`config.mk`:
```
export PLATFORM = sky130hd
export DESIGN_NAME = bitbr_unit
export DESIGN_NICKNAME = d
export VERILOG_FILES = /design/src/rtl/bitbr_unit.sv
export SDC_FILE = /design/constraint.sdc
export NUM_CORES = 1
export LEC_CHECK = 0
export BUFFER_PORTS_ARGS = -buffer_cell sky130_fd_sc_hd__buf_4
export CAP_MARGIN = 25
export CORE_UTILIZATION = 50
export CTS_CLUSTER_SIZE = 14
export DETAILED_ROUTE_END_ITERATION = 12
export GPL_TIMING_DRIVEN = 0
export PLACE_DENSITY_LB_ADDON = 0.12
export SLEW_MARGIN = 20
export SYNTH_ARGS = -nofsm -noshare
export SYNTH_HDL_FRONTEND = slang
export SYNTH_SLANG_ARGS = --single-unit
```
`constraint.sdc`:
```
create_clock -name clk -period 3.6 [get_ports clk]
set_input_delay 0.36 -clock clk [delete_from_list [all_inputs] [get_ports clk]]
set_output_delay 0.36 -clock clk [all_outputs]
set_load 0.01 [all_outputs]
```
`src/rtl/bitbr_unit.sv`:
```
module bitbr_unit #(
  parameter int AW = 16,
  parameter int DW = 8
) (
  input  logic                    clk,
  input  logic                    rst,
  input  logic                    start,
  input  logic [$clog2(DW):0]     opcode,
  input  logic [AW-1:0]           pc_in,
  output logic [AW-1:0]           mem_addr,
  output logic                    mem_rd,
  input  logic [DW-1:0]           mem_rdata,
  output logic                    done,
  output logic [AW-1:0]           pc_next,
  output logic                    carry_out
);
  localparam int BW = $clog2(DW);
  localparam logic [2:0] S_IDLE = 3'd0, S_ADR = 3'd1, S_OFF = 3'd2,
                         S_OPR = 3'd3, S_EVL = 3'd4, S_DON = 3'd5;

  logic [2:0]    state;
  logic [BW:0]   op_q;
  logic [AW-1:0] pc_q, seq_pc, rel;
  logic [DW-1:0] dir_q, off_q;
  logic          tbit, taken;

  assign seq_pc = pc_q + AW'(2);
  assign rel    = {{(AW-DW){off_q[DW-1]}}, off_q};
  assign tbit   = mem_rdata[op_q[BW:1]];
  assign taken  = tbit ^ op_q[0];
  assign mem_rd = (state == S_ADR) || (state == S_OFF) || (state == S_OPR);
  assign done   = (state == S_DON);

  always_comb begin
    case (state)
      S_ADR:   mem_addr = pc_q;
      S_OFF:   mem_addr = pc_q + AW'(1);
      S_OPR:   mem_addr = AW'(dir_q);
      default: mem_addr = '0;
    endcase
  end

  always_ff @(posedge clk) begin
    if (rst) begin
      state     <= S_IDLE;
      pc_next   <= '0;
      carry_out <= 1'b0;
    end else begin
      case (state)
        S_IDLE: if (start) begin
          op_q  <= opcode;
          pc_q  <= pc_in;
          state <= S_ADR;
        end
        S_ADR: state <= S_OFF;
        S_OFF: begin
          dir_q <= mem_rdata;
          state <= S_OPR;
        end
        S_OPR: begin
          off_q <= mem_rdata;
          state <= S_EVL;
        end
        S_EVL: begin
          carry_out <= tbit;
          pc_next   <= taken ? seq_pc + rel : seq_pc;
          state     <= S_DON;
        end
        default: state <= S_IDLE;
      endcase
    end
  end
endmodule

```
# ---- Yosys cells after proc, flatten, opt, wreduce, memory -nomap -nowiden
# Cells that the tools add are included.
dict set report word_totals {
  ff_bits 56
  out_inout_bits 35
  in_bits 31
}
dict set report classes {
  reduce_logical 6
  n_bitwise 2
  magnitude_cmp 1
  mux 6
  n_eq_ne 6
  n_addsub 3
}
# op count
set ops {}
lappend ops {{$pmux 16 s3} 1}
lappend ops {{$add 16x1->16 const B} 1}
lappend ops {{$add 16x16->16} 1}
lappend ops {{$add 16x2->16 const B} 1}
lappend ops {{$mux 16} 1}
lappend ops {{$pmux 3 s5} 1}
lappend ops {{$eq 3x2->1 const B} 2}
lappend ops {{$eq 3x3->1 const B} 2}
lappend ops {{$lt 3x4->1 const B} 1}
lappend ops {{$reduce_and 2->1} 2}
lappend ops {{$bmux 1 s3} 1}
lappend ops {{$eq 3x1->1 const B} 1}
lappend ops {{$logic_not 3->1} 1}
lappend ops {{$mux 3} 1}
lappend ops {{$reduce_and 3->1} 1}
lappend ops {{$logic_or 1x1->1} 2}
lappend ops {{$ne 2x2->1 const B} 1}
lappend ops {{$mux 1} 1}
lappend ops {{$not 1->1} 1}
lappend ops {{$xor 1x1->1} 1}

# ---- Depth between registers and ports, before layout
# Gate-level depths: netlist of the first run.
dict set report logic_depth {
  word_depth 4
  ltp_mapped 13
  ltp_nobuf 11
}

# ---- Worst setup path after synthesis of the first run
# No wires, ideal clock.
dict set report synth_path {
  kind {register to register}
  from {register pc_q[6]}
  to {register pc_next[13]}
  path_buffers 2
  period_less_slack_ns 3.018
  required_time_ns 3.478
  stages_incl_launch_ff 14
  t_arrival_ns 2.896
  setup_slack_ns 0.582
  path_cell_list {edfxtp_1 > clkbuf_1 > nand4_1 > nor4_1 > xnor2_1 > inv_1 > ha_1 > clkbuf_1 > a21oi_1 > nand2_1 > or3_1 > mux2i_1 > nor4_1 > a311o_1}
}
dict set report synth_between {
  elab_chain_len 3
}
# element line_no
set synth_lines {}
lappend synth_lines {{from (decl)} 23} ;# logic [AW-1:0] pc_q, seq_pc, rel;
lappend synth_lines {{from (signal assigned)} 52} ;# pc_q <= pc_in;
lappend synth_lines {{$add 16x2->16 *} 27} ;# assign seq_pc = pc_q + AW'(2);
lappend synth_lines {{$add 16x16->16} 66} ;# pc_next <= taken ? seq_pc + rel : seq_pc;
lappend synth_lines {{$mux 16 *} 66}
lappend synth_lines {{to (signal assigned)} 66}
lappend synth_lines {{to (decl)} 14} ;# output logic [AW-1:0] pc_next,
# Every way passes the cells marked *; elsewhere a longest branch is shown, timed or not.
# A chain may end at the register's enable or synchronous reset.

# ---- Worst setup path after layout of the first run
dict set report layout_path {
  from {register pc_q[1]}
  to {register pc_next[12]}
}
# The elaborated chain is that of the path after synthesis.

==> reports/metrics.yaml, run 1 <==
sta:
  skew_ns: 0.00922
  tns_ns: 0
  max_freq_mhz: 295
  slew_headroom_pct: 37.1
  tightest_slew_ns: 0.937
  timing.final.max_slew_violations: 0
  grt_setup_unrepaired: "no"
  final_hold_viol_count: 0
  final.period_utilization_pct: 94.2
  setup_viol: 0
  fin_crit_ns: 3.39
logic_synthesis:
  synth_xor_area_share_pct: 9.78
  synthTopCellsByArea: "edfxtp_1 30%, dfxtp_1 11%, ha_1 6.8%"
  yosys.area.top_type: "edfxtp_1"
  synth-seq-cells: 56
  synthSimpleGateAreaFrac_pct: 16.0
  synth_top_family_by_area: "compound AO/OA/AOI/OAI gates"
  syn_inst: 377
  syn_area_per_cell_um2: 9.70
  synthArstFlopShare_pct: 0
  ys.warnings.count: 0
  synth-edff-count: 36
  yosys.area_share.adder_pct: 7.39
  synth_mux_area_share_pct: 6.09
  synth.cell_area_um2: 3660
  synth_cell_types: 53
  synth-compound-area-share_pct: 16.8
  ys_seq_area_share_pct: 40.5
  synthesis.nets: 429
  yosysTopAreaCellShare_pct: 29.5
  synth_flop_cell: "edfxtp_1"
layout:
  multi_input_area_um2: 2070
  antenna_cells: 0
  finalInstanceArea_um2: 4380
  fillers: 628
  seq_area_um2: 1480
  drive_gt1_share_pct: 21.2
  nets: 500
  layout-area-overhead-vs-synth_pct: 19.7
cts:
  cts.path.max_buffers: 2
  hold_buffers: 0
  root_buffer: "clkbuf_8"
  clk_pin_slew_ns: 0.11
  htreeDepth: 2
  clock-sinks: 56
  cts_inserted_buffers: 5
  cts_tree: "built"
  worstSkewPairLatency_ns: 0.32
worst_setup_path:
  critPathTopFamily: "compound AO/OA/AOI/OAI gates"
  path_buf_inv: 0
  worstSetupEndpointType: "register"
  crit_slowest_cell: "edfxtp_1"
  crit_arrival_ns: 3.57
  cp.required_ns: 3.78
  crit_chain: "ha_1 -> and4_2 -> and4_1 -> xor2_1 -> ha_1 -> a21oi_1 -> o21ai_0 -> o41a_1 -> a311oi_1 -> nor3_1"
  slowest_delay_ns: 0.49
  cp-start-kind: "register"
  crit_type: "reg2reg"
  crit_fanout: 7
  critPathMostFrequentCell: "ha_1"
power_and_ir_drop:
  leakage_nw: 1.74
  p_switching_w: 0.000426
  switching_share_pct: 29.8
  p_comb_share_pct: 23.9
  power.density_nw_per_um2: 327
  p_int_w: 0.00101
  ir_worst_vdd_uv: 197
  clockPowerShare_pct: 25.4
  p_seq_share_pct: 50.7
route:
  wl_per_cell_um: 16.1
  num_vias: 3092
  drt_wl_total_mm: 8.79
  drc: 0
  dr.first_iter.drc_count: 150
  ant_nets: 0
  dr.pass1.iters: 4
  vias_per_cell: 5.67
global_routing:
  grt.overflow.total: 0
  grt_pass1_vias: 2957
  grt_pass1_wl_mm: 14.5
  grt_usage_pct: 24.9
  grt_max_degree: 21
  antenna_found_initial: 0
floorplanning:
  die_w_um: 87.5
  die_h_um: 87.5
  ios: 66
  row_count: 30
  dieArea_um2: 7660
  coreArea_um2: 6940
  initial_core_util_pct: 52.7
place:
  portBuffers: 65
  placed_cell_area_um2: 4270
  gp_congestion: 0.905
  hpwl_mm: 6.77
job:
  cap_violations: 0
status:
  outcome: "finished, final reports clean"
min_path:
  hp-class: "in2reg"
## routing by layer
metal	global-route usage, %	up-vias	share of wire [%]
met5	0	-	0
met4	6.86	0	1.5
met3	2.92	12	3.6
met2	41.5	75	48
met1	34.5	1468	47
li1	-	1537	-
## power by group through the flow
stage / sequential, W / clock (W) / combinational (W)
floorplan: 0.000737 / 0 / 0.000220
global placement: 0.000738 / 0 / 0.000337
detailed placement: 0.000739 / 0 / 0.000341
CTS: 0.000724 / 0.000380 / 0.000343
global route: 0.000729 / 0.000404 / 0.000376
finish: 0.000726 / 0.000364 / 0.000342
## layout make-up
class,count,share of cell area [%]
buffer,21,2.06
timing repair buffer,66,11.3
clock inverter,3,0.600
sequential,56,33.8
multi-input combinational,290,47.2
inverter,8,0.686
tap,96,2.74
clock buffer,5,1.57
## synthesized netlist by cell type, types with 3 or more instances
cell type / count
dfxtp_1: 20
buf_2: 3
o21bai_1: 3
edfxtp_1: 36
a22oi_1: 14
nand4_1: 6
mux2i_1: 8
a211oi_1: 4
nor2b_1: 3
nand2_1: 30
o32a_1: 3
and4_1: 5
a21o_1: 4
xnor2_1: 22
ha_1: 20
nand3_1: 10
o21a_1: 3
xor2_1: 17
nor2_1: 38
inv_1: 8
clkbuf_1: 19
nor3_1: 9
and2_1: 3
o21ai_0: 24
mux2_2: 6
and3_1: 5
a21oi_1: 21
## placed cells by master (no fill, tap or decap), drive strengths merged, types with 9 or more instances in the layout
cell,instances
buf,70
nor2,38
edfxtp,36
nand2,31
o21ai,24
xnor2,23
clkbuf,22
a21oi,21
ha,20
dfxtp,20
xor2,17
a22oi,14
nand3,10
inv,10
mux2i,9
nor3,9
## flip-flops by register name (all words and copies together) (netlist names)
| register | count |
|---|---|
| carry_out | 1 |
| dir_q | 8 |
| off_q | 8 |
| op_q | 4 |
| pc_next | 16 |
| pc_q | 16 |
| state | 3 |
## cells by family (layout without fill, tap and decap cells)
logic type	after synthesis	count (layout)
XOR/XNOR	40	40
buffers and inverters	31	103
AND/OR/NAND/NOR	119	119
AO/OA/AOI/OAI	93	93
flip-flops	56	56
adder cells (fa/ha/maj)	21	21
multiplexers	17	17
## path summary, 6_finish.rpt
| check | startpoint | end | slack [ns] | cells past startpoint |
|---|---|---|---|---|
| min reg2reg | pc_next[2] | pc_next[2] | 0.45 | 2 |
| max | pc_q[1] | pc_next[12] | 0.21 | 10 |
| max reg2reg | pc_q[1] | pc_next[12] | 0.21 | 10 |
| min | opcode[3] | op_q[3] | 0.21 | 1 |
## repair_timing
item                                    CTS  global route
buffers inserted                          0             1
endpoints found under the setup margin    0             4
gates resized for setup                   0             3
## per-stage QoR
stage	power (W)	instances	hold slack, ns	setup slack [ns]	util (%)
CTS	0.00145	546	0.201	0.0387	62.9
finish	0.00143	545	0.209	0.207	63.0
global route	0.00151	545	0.190	0.0253	63.0
global placement	0.00107	538	0.437	0.121	61.4
floorplan	0.000956	377	0.459	0.582	-
detailed placement	0.00108	538	0.439	0.0398	61.5
## worst reg2reg max path, stage by stage, from the launching register on
cell      delay, ns
edfxtp_1       0.49
ha_1           0.31
and4_2         0.36
and4_1         0.28
xor2_1         0.33
ha_1           0.33
a21oi_1        0.12
o21ai_0        0.26
o41a_1         0.45
a311oi_1       0.27
nor3_1         0.07
Note: power is estimated with default switching activity, not from simulation.
==> run 2: changes to the inputs <==
Settings changed: CORE_ASPECT_RATIO set to 0.75.
==> reports/metrics.yaml, run 2 (synthesis gave the netlist of run 1 again) <==
status:
  outcome: "finished, final reports clean"
place:
  gp_congestion: 0.863
  dp_slack_ns: 0.0712
  hpwl_mm: 7.18
  dp.cells: 540
  placed_cell_area_um2: 4270
  portBuffers: 65
worst_setup_path:
  r2r_start: "pc_q[2]"
  crit_slowest_cell: "edfxtp_1"
  rr_worst_depth: 10
  critPathTopFamily: "compound AO/OA/AOI/OAI gates"
  crit_fanout: 7
  r2r_slack_ns: 0.18
  crit_type: "reg2reg"
  critPathMostFrequentCell: "ha_1"
  reg2reg_to: "pc_next[12]"
  slowest_delay_ns: 0.45
  path_buf_inv: 0
  cp.required_ns: 3.79
  crit_arrival_ns: 3.61
  crit_chain: "ha_1 -> and4_2 -> and4_1 -> xor2_1 -> ha_1 -> a21oi_1 -> o21ai_0 -> o41a_1 -> a311oi_1 -> nor3_1"
  worstSetupEndpointType: "register"
  cp-start-kind: "register"
power_and_ir_drop:
  p_seq_share_pct: 50.4
  p_comb_share_pct: 24.0
  report.power.total_w: 0.00144
  power.density_nw_per_um2: 330
  leakage_nw: 1.73
  p_int_w: 0.00100
  p_switching_w: 0.000439
  switching_share_pct: 30.5
  ir_worst_vdd_uv: 268
  clockPowerShare_pct: 25.6
layout:
  nets: 499
  layout_common_cells: "65 x buf_4, 38 x nor2_1, 36 x edfxtp_1"
  layout-area-overhead-vs-synth_pct: 19.4
  utilization_pct: 63.0
  fillers: 615
  drive_gt1_share_pct: 21.0
  largestRegisters: "pc_next (16), pc_q (16)"
  finalInstanceArea_um2: 4370
  mostFrequentLayoutCell: "buf_4"
  antenna_cells: 0
  stdcell_count: 546
sta:
  setup_viol: 0
  timing.final.max_slew_violations: 0
  tightest_slew_ns: 0.957
  final_hold_viol_count: 0
  fin_crit_ns: 3.42
  skew_ns: 0.0113
  max_freq_mhz: 292
  setup_slack_ns: 0.181
  slew_headroom_pct: 36.2
  final.period_utilization_pct: 95.0
route:
  drt_wl_total_mm: 9.57
  drc: 0
  ant_nets: 0
  wl_per_cell_um: 17.5
  dr.pass1.iters: 4
  num_vias: 3076
  dr.first_iter.drc_count: 169
  vias_per_cell: 5.63
floorplanning:
  die_w_um: 101
  dieArea_um2: 7670
  die_h_um: 76.1
  row_count: 26
  initial_core_util_pct: 52.8
  ios: 66
  coreArea_um2: 6930
global_routing:
  met3_usage_pct: 4.50
  grt_usage_pct: 26.1
  grt_pass1_wl_mm: 15.3
  grt_pass1_vias: 2980
  busiest_layer: "met2"
  use_met1_pct: 37.9
  grt_max_degree: 21
  met2_usage_pct: 40.3
  grt.overflow.total: 0
  antenna_found_initial: 0
cts:
  root_buffer: "clkbuf_8"
  clock-sinks: 56
  htreeDepth: 2
  cts_inserted_buffers: 5
  cts.path.max_buffers: 2
  hold_buffers: 0
  clk_pin_slew_ns: 0.11
  worstSkewPairLatency_ns: 0.32
  cts_tree: "built"
min_path:
  min_from: "pc_in[12]"
  hp-class: "in2reg"
  whs_path_depth: 1
  hold_end: "pc_q[12]"
job:
  cap_violations: 0
[run 2: power groups by stage]
stage                     Sequential [W]  Clock (W)  Combinational, W
after floorplan                 0.000737          0          0.000220
after global placement          0.000738          0          0.000339
after detailed placement        0.000739          0          0.000345
after CTS                       0.000724   0.000378          0.000346
after global routing            0.000729   0.000399          0.000379
final                           0.000726   0.000368          0.000345
[run 2: final cells by class]
| class | instances | area, um2 | share of cell area (%) |
|---|---|---|---|
| inverter | 8 | 30.0 | 0.688 |
| sequential | 56 | 1480 | 33.9 |
| clock inverter | 2 | 16.3 | 0.372 |
| buffer | 21 | 91.3 | 2.09 |
| multi-input combinational | 290 | 2060 | 47.3 |
| clock buffer | 6 | 72.6 | 1.66 |
| tap | 98 | 123 | 2.81 |
| timing repair buffer | 65 | 488 | 11.2 |
[run 2: worst reg2reg max path, cell delays in order (launching register included)]
cell and delay, ns:
edfxtp_1 0.45, ha_1 0.29, and4_2 0.37, and4_1 0.28
xor2_1 0.33, ha_1 0.33, a21oi_1 0.12, o21ai_0 0.23
o41a_1 0.45, a311oi_1 0.38, nor3_1 0.08
[run 2: routing by layer]
metal  vias up  wire length (um)
li1       1541                 -
met4         0               119
met1      1428              4630
met3        12               537
met2        95              4290
met5         -                 0
[run 2: how the worst max path moves through the flow]
| stage | end | start | cells past startpoint |
|---|---|---|---|
| 2_1_floorplan | pc_next[13] | pc_q[6] | 13 |
| 3_3_place_gp | pc_next[12] | pc_q[1] | 11 |
| 3_5_place_dp | pc_next[13] | pc_q[6] | 13 |
| 4_1_cts | pc_next[13] | pc_q[6] | 13 |
| 5_1_grt | pc_next[13] | pc_q[9] | 13 |
| 6_report | pc_next[12] | pc_q[2] | 10 |
[run 2: per-stage QoR]
step	hold slack, ns	setup TNS, ns
6_report	0.207	0
5_1_grt	0.191	-0.000450
4_1_cts	0.200	0
3_5_place_dp	0.445	0
3_3_place_gp	0.438	0
2_1_floorplan	0.459	0
[run 2: what timing repair did]
action	CTS	global route
buffers inserted	0	0
setup endpoints to repair	0	3
resized for setup	0	4
==> run 3: changes to the inputs <==
Settings changed: BUFFER_PORTS_ARGS -buffer_cell sky130_fd_sc_hd__buf_4 to unset, CORE_ASPECT_RATIO 0.75 to 1.4, DONT_BUFFER_PORTS set to 1.
==> reports/metrics.yaml, run 3 (synthesis gave the netlist of run 1 again) <==
status:
  outcome: "finished, final reports clean"
floorplanning:
  initial_core_util_pct: 52.1
  die_h_um: 103
  die_w_um: 74.3
  dieArea_um2: 7670
  coreArea_um2: 7030
  row_count: 36
  ios: 66
power_and_ir_drop:
  power.density_nw_per_um2: 349
  leakage_nw: 1.40
  ir_worst_vdd_uv: 276
layout:
  layout_common_cells: "38 x nor2_1, 36 x edfxtp_1, 30 x nand2_1"
  nets: 434
  drive_gt1_share_pct: 7.57
  layout-area-overhead-vs-synth_pct: 5.95
  antenna_cells: 0
  mostFrequentLayoutCell: "nor2_1"
  largestRegisters: "pc_next (16), pc_q (16)"
cts:
  worstSkewPairLatency_ns: 0.31
  cts_inserted_buffers: 5
  htreeDepth: 2
  clk_pin_slew_ns: 0.11
  cts_setup_buffers: 0
  clock-sinks: 56
  root_buffer: "clkbuf_8"
  cts.path.max_buffers: 2
  cts_tree: "built"
global_routing:
  antenna_found_initial: 0
  grt_max_degree: 21
  grt_usage_pct: 23.7
  grt_pass1_wl_mm: 13.6
  grt.overflow.total: 0
  grt_pass1_vias: 2815
sta:
  final_hold_viol_count: 0
  fin_crit_ns: 3.34
  final.period_utilization_pct: 92.9
  setup_slack_ns: 0.256
  hold_slack_ns: 0.133
  setup_viol: 0
  slew_headroom_pct: 36.1
  skew_ns: 0.0103
  max_freq_mhz: 299
  tns_ns: 0
  tightest_slew_ns: 0.952
  timing.final.max_slew_violations: 0
route:
  dr.first_iter.drc_count: 120
  vias_per_cell: 5.96
  ant_nets: 0
  dr.pass1.iters: 4
  wl_per_cell_um: 18.0
  drt_wl_total_mm: 8.61
  drc: 0
  num_vias: 2850
job:
  cap_violations: 0
worst_setup_path:
  worstSetupEndpointType: "register"
  cp.required_ns: 3.78
  cp-start-kind: "register"
  crit_type: "reg2reg"
  crit_fanout: 7
  crit_arrival_ns: 3.53
place:
  portBuffers: 0
  gp_congestion: 0.872
  hpwl_mm: 6.73
  dp_slack_ns: 0.0679
min_path:
  hp-class: "in2reg"
-- run 3: final timing paths --
check / from / end / slack, ns / cells after the start
worst max-delay path: pc_q[1] / pc_next[12] / 0.26 / 11
worst min-delay path: mem_rdata[2] / off_q[2] / 0.13 / 0
worst max register to register: pc_q[1] / pc_next[12] / 0.26 / 11
worst min register to register: pc_next[2] / pc_next[2] / 0.50 / 2
-- run 3: timing repair --
action / CTS / global route
hold buffers: 0 / 0
resized for setup: 0 / 6
endpoints found under the setup margin: 0 / 4
endpoints found under the hold margin: 0 / 0
-- run 3: power by group --
group          internal [W]  leakage, nW  switching (W)
logic              0.000104        0.868       0.000168
registers          0.000709        0.491      0.0000224
clock network      0.000139       0.0456       0.000210
total              0.000952         1.40       0.000401
-- run 3: final cells by class --
cell class,count,area (um2)
well taps,95,119
plain buffers,20,87.6
fillers,668,3150
clock buffers,6,72.6
inverters,8,30.0
repair buffers,1,5.00
clock inverters,2,13.8
flip-flops and latches,56,1480
multi-input cells,290,2070
-- run 3: worst max-delay path: stages (launching register included) --
cell	delay (ns)
edfxtp_1	0.48
ha_1	0.30
and4_1	0.23
clkbuf_1	0.28
and4_1	0.33
xor2_2	0.24
ha_1	0.29
a21oi_1	0.12
o21ai_1	0.19
o41a_1	0.42
a311oi_1	0.27
nor3_1	0.07
-- run 3: layer usage --
metal / up-vias / part of all wire, % / wire length, um / track usage (%)
met5: - / 0 / 0 / 0
met2: 83 / 50 / 4340 / 41.5
met4: 0 / 2.4 / 210 / 9.72
met1: 1355 / 43 / 3670 / 27.8
met3: 17 / 4.5 / 385 / 5.43
li1: 1395 / - / - / -
-- run 3: stage by stage --
stage	power [W]	std cells	utilization (%)	instance area (um2)
floorplan	0.000956	377	-	3660
detailed placement	0.00102	473	53.8	3780
CTS	0.00137	481	55.1	3870
global placement	0.00101	472	53.8	3780
global route	0.00142	478	55.2	3880
finish	0.00135	478	55.2	3880
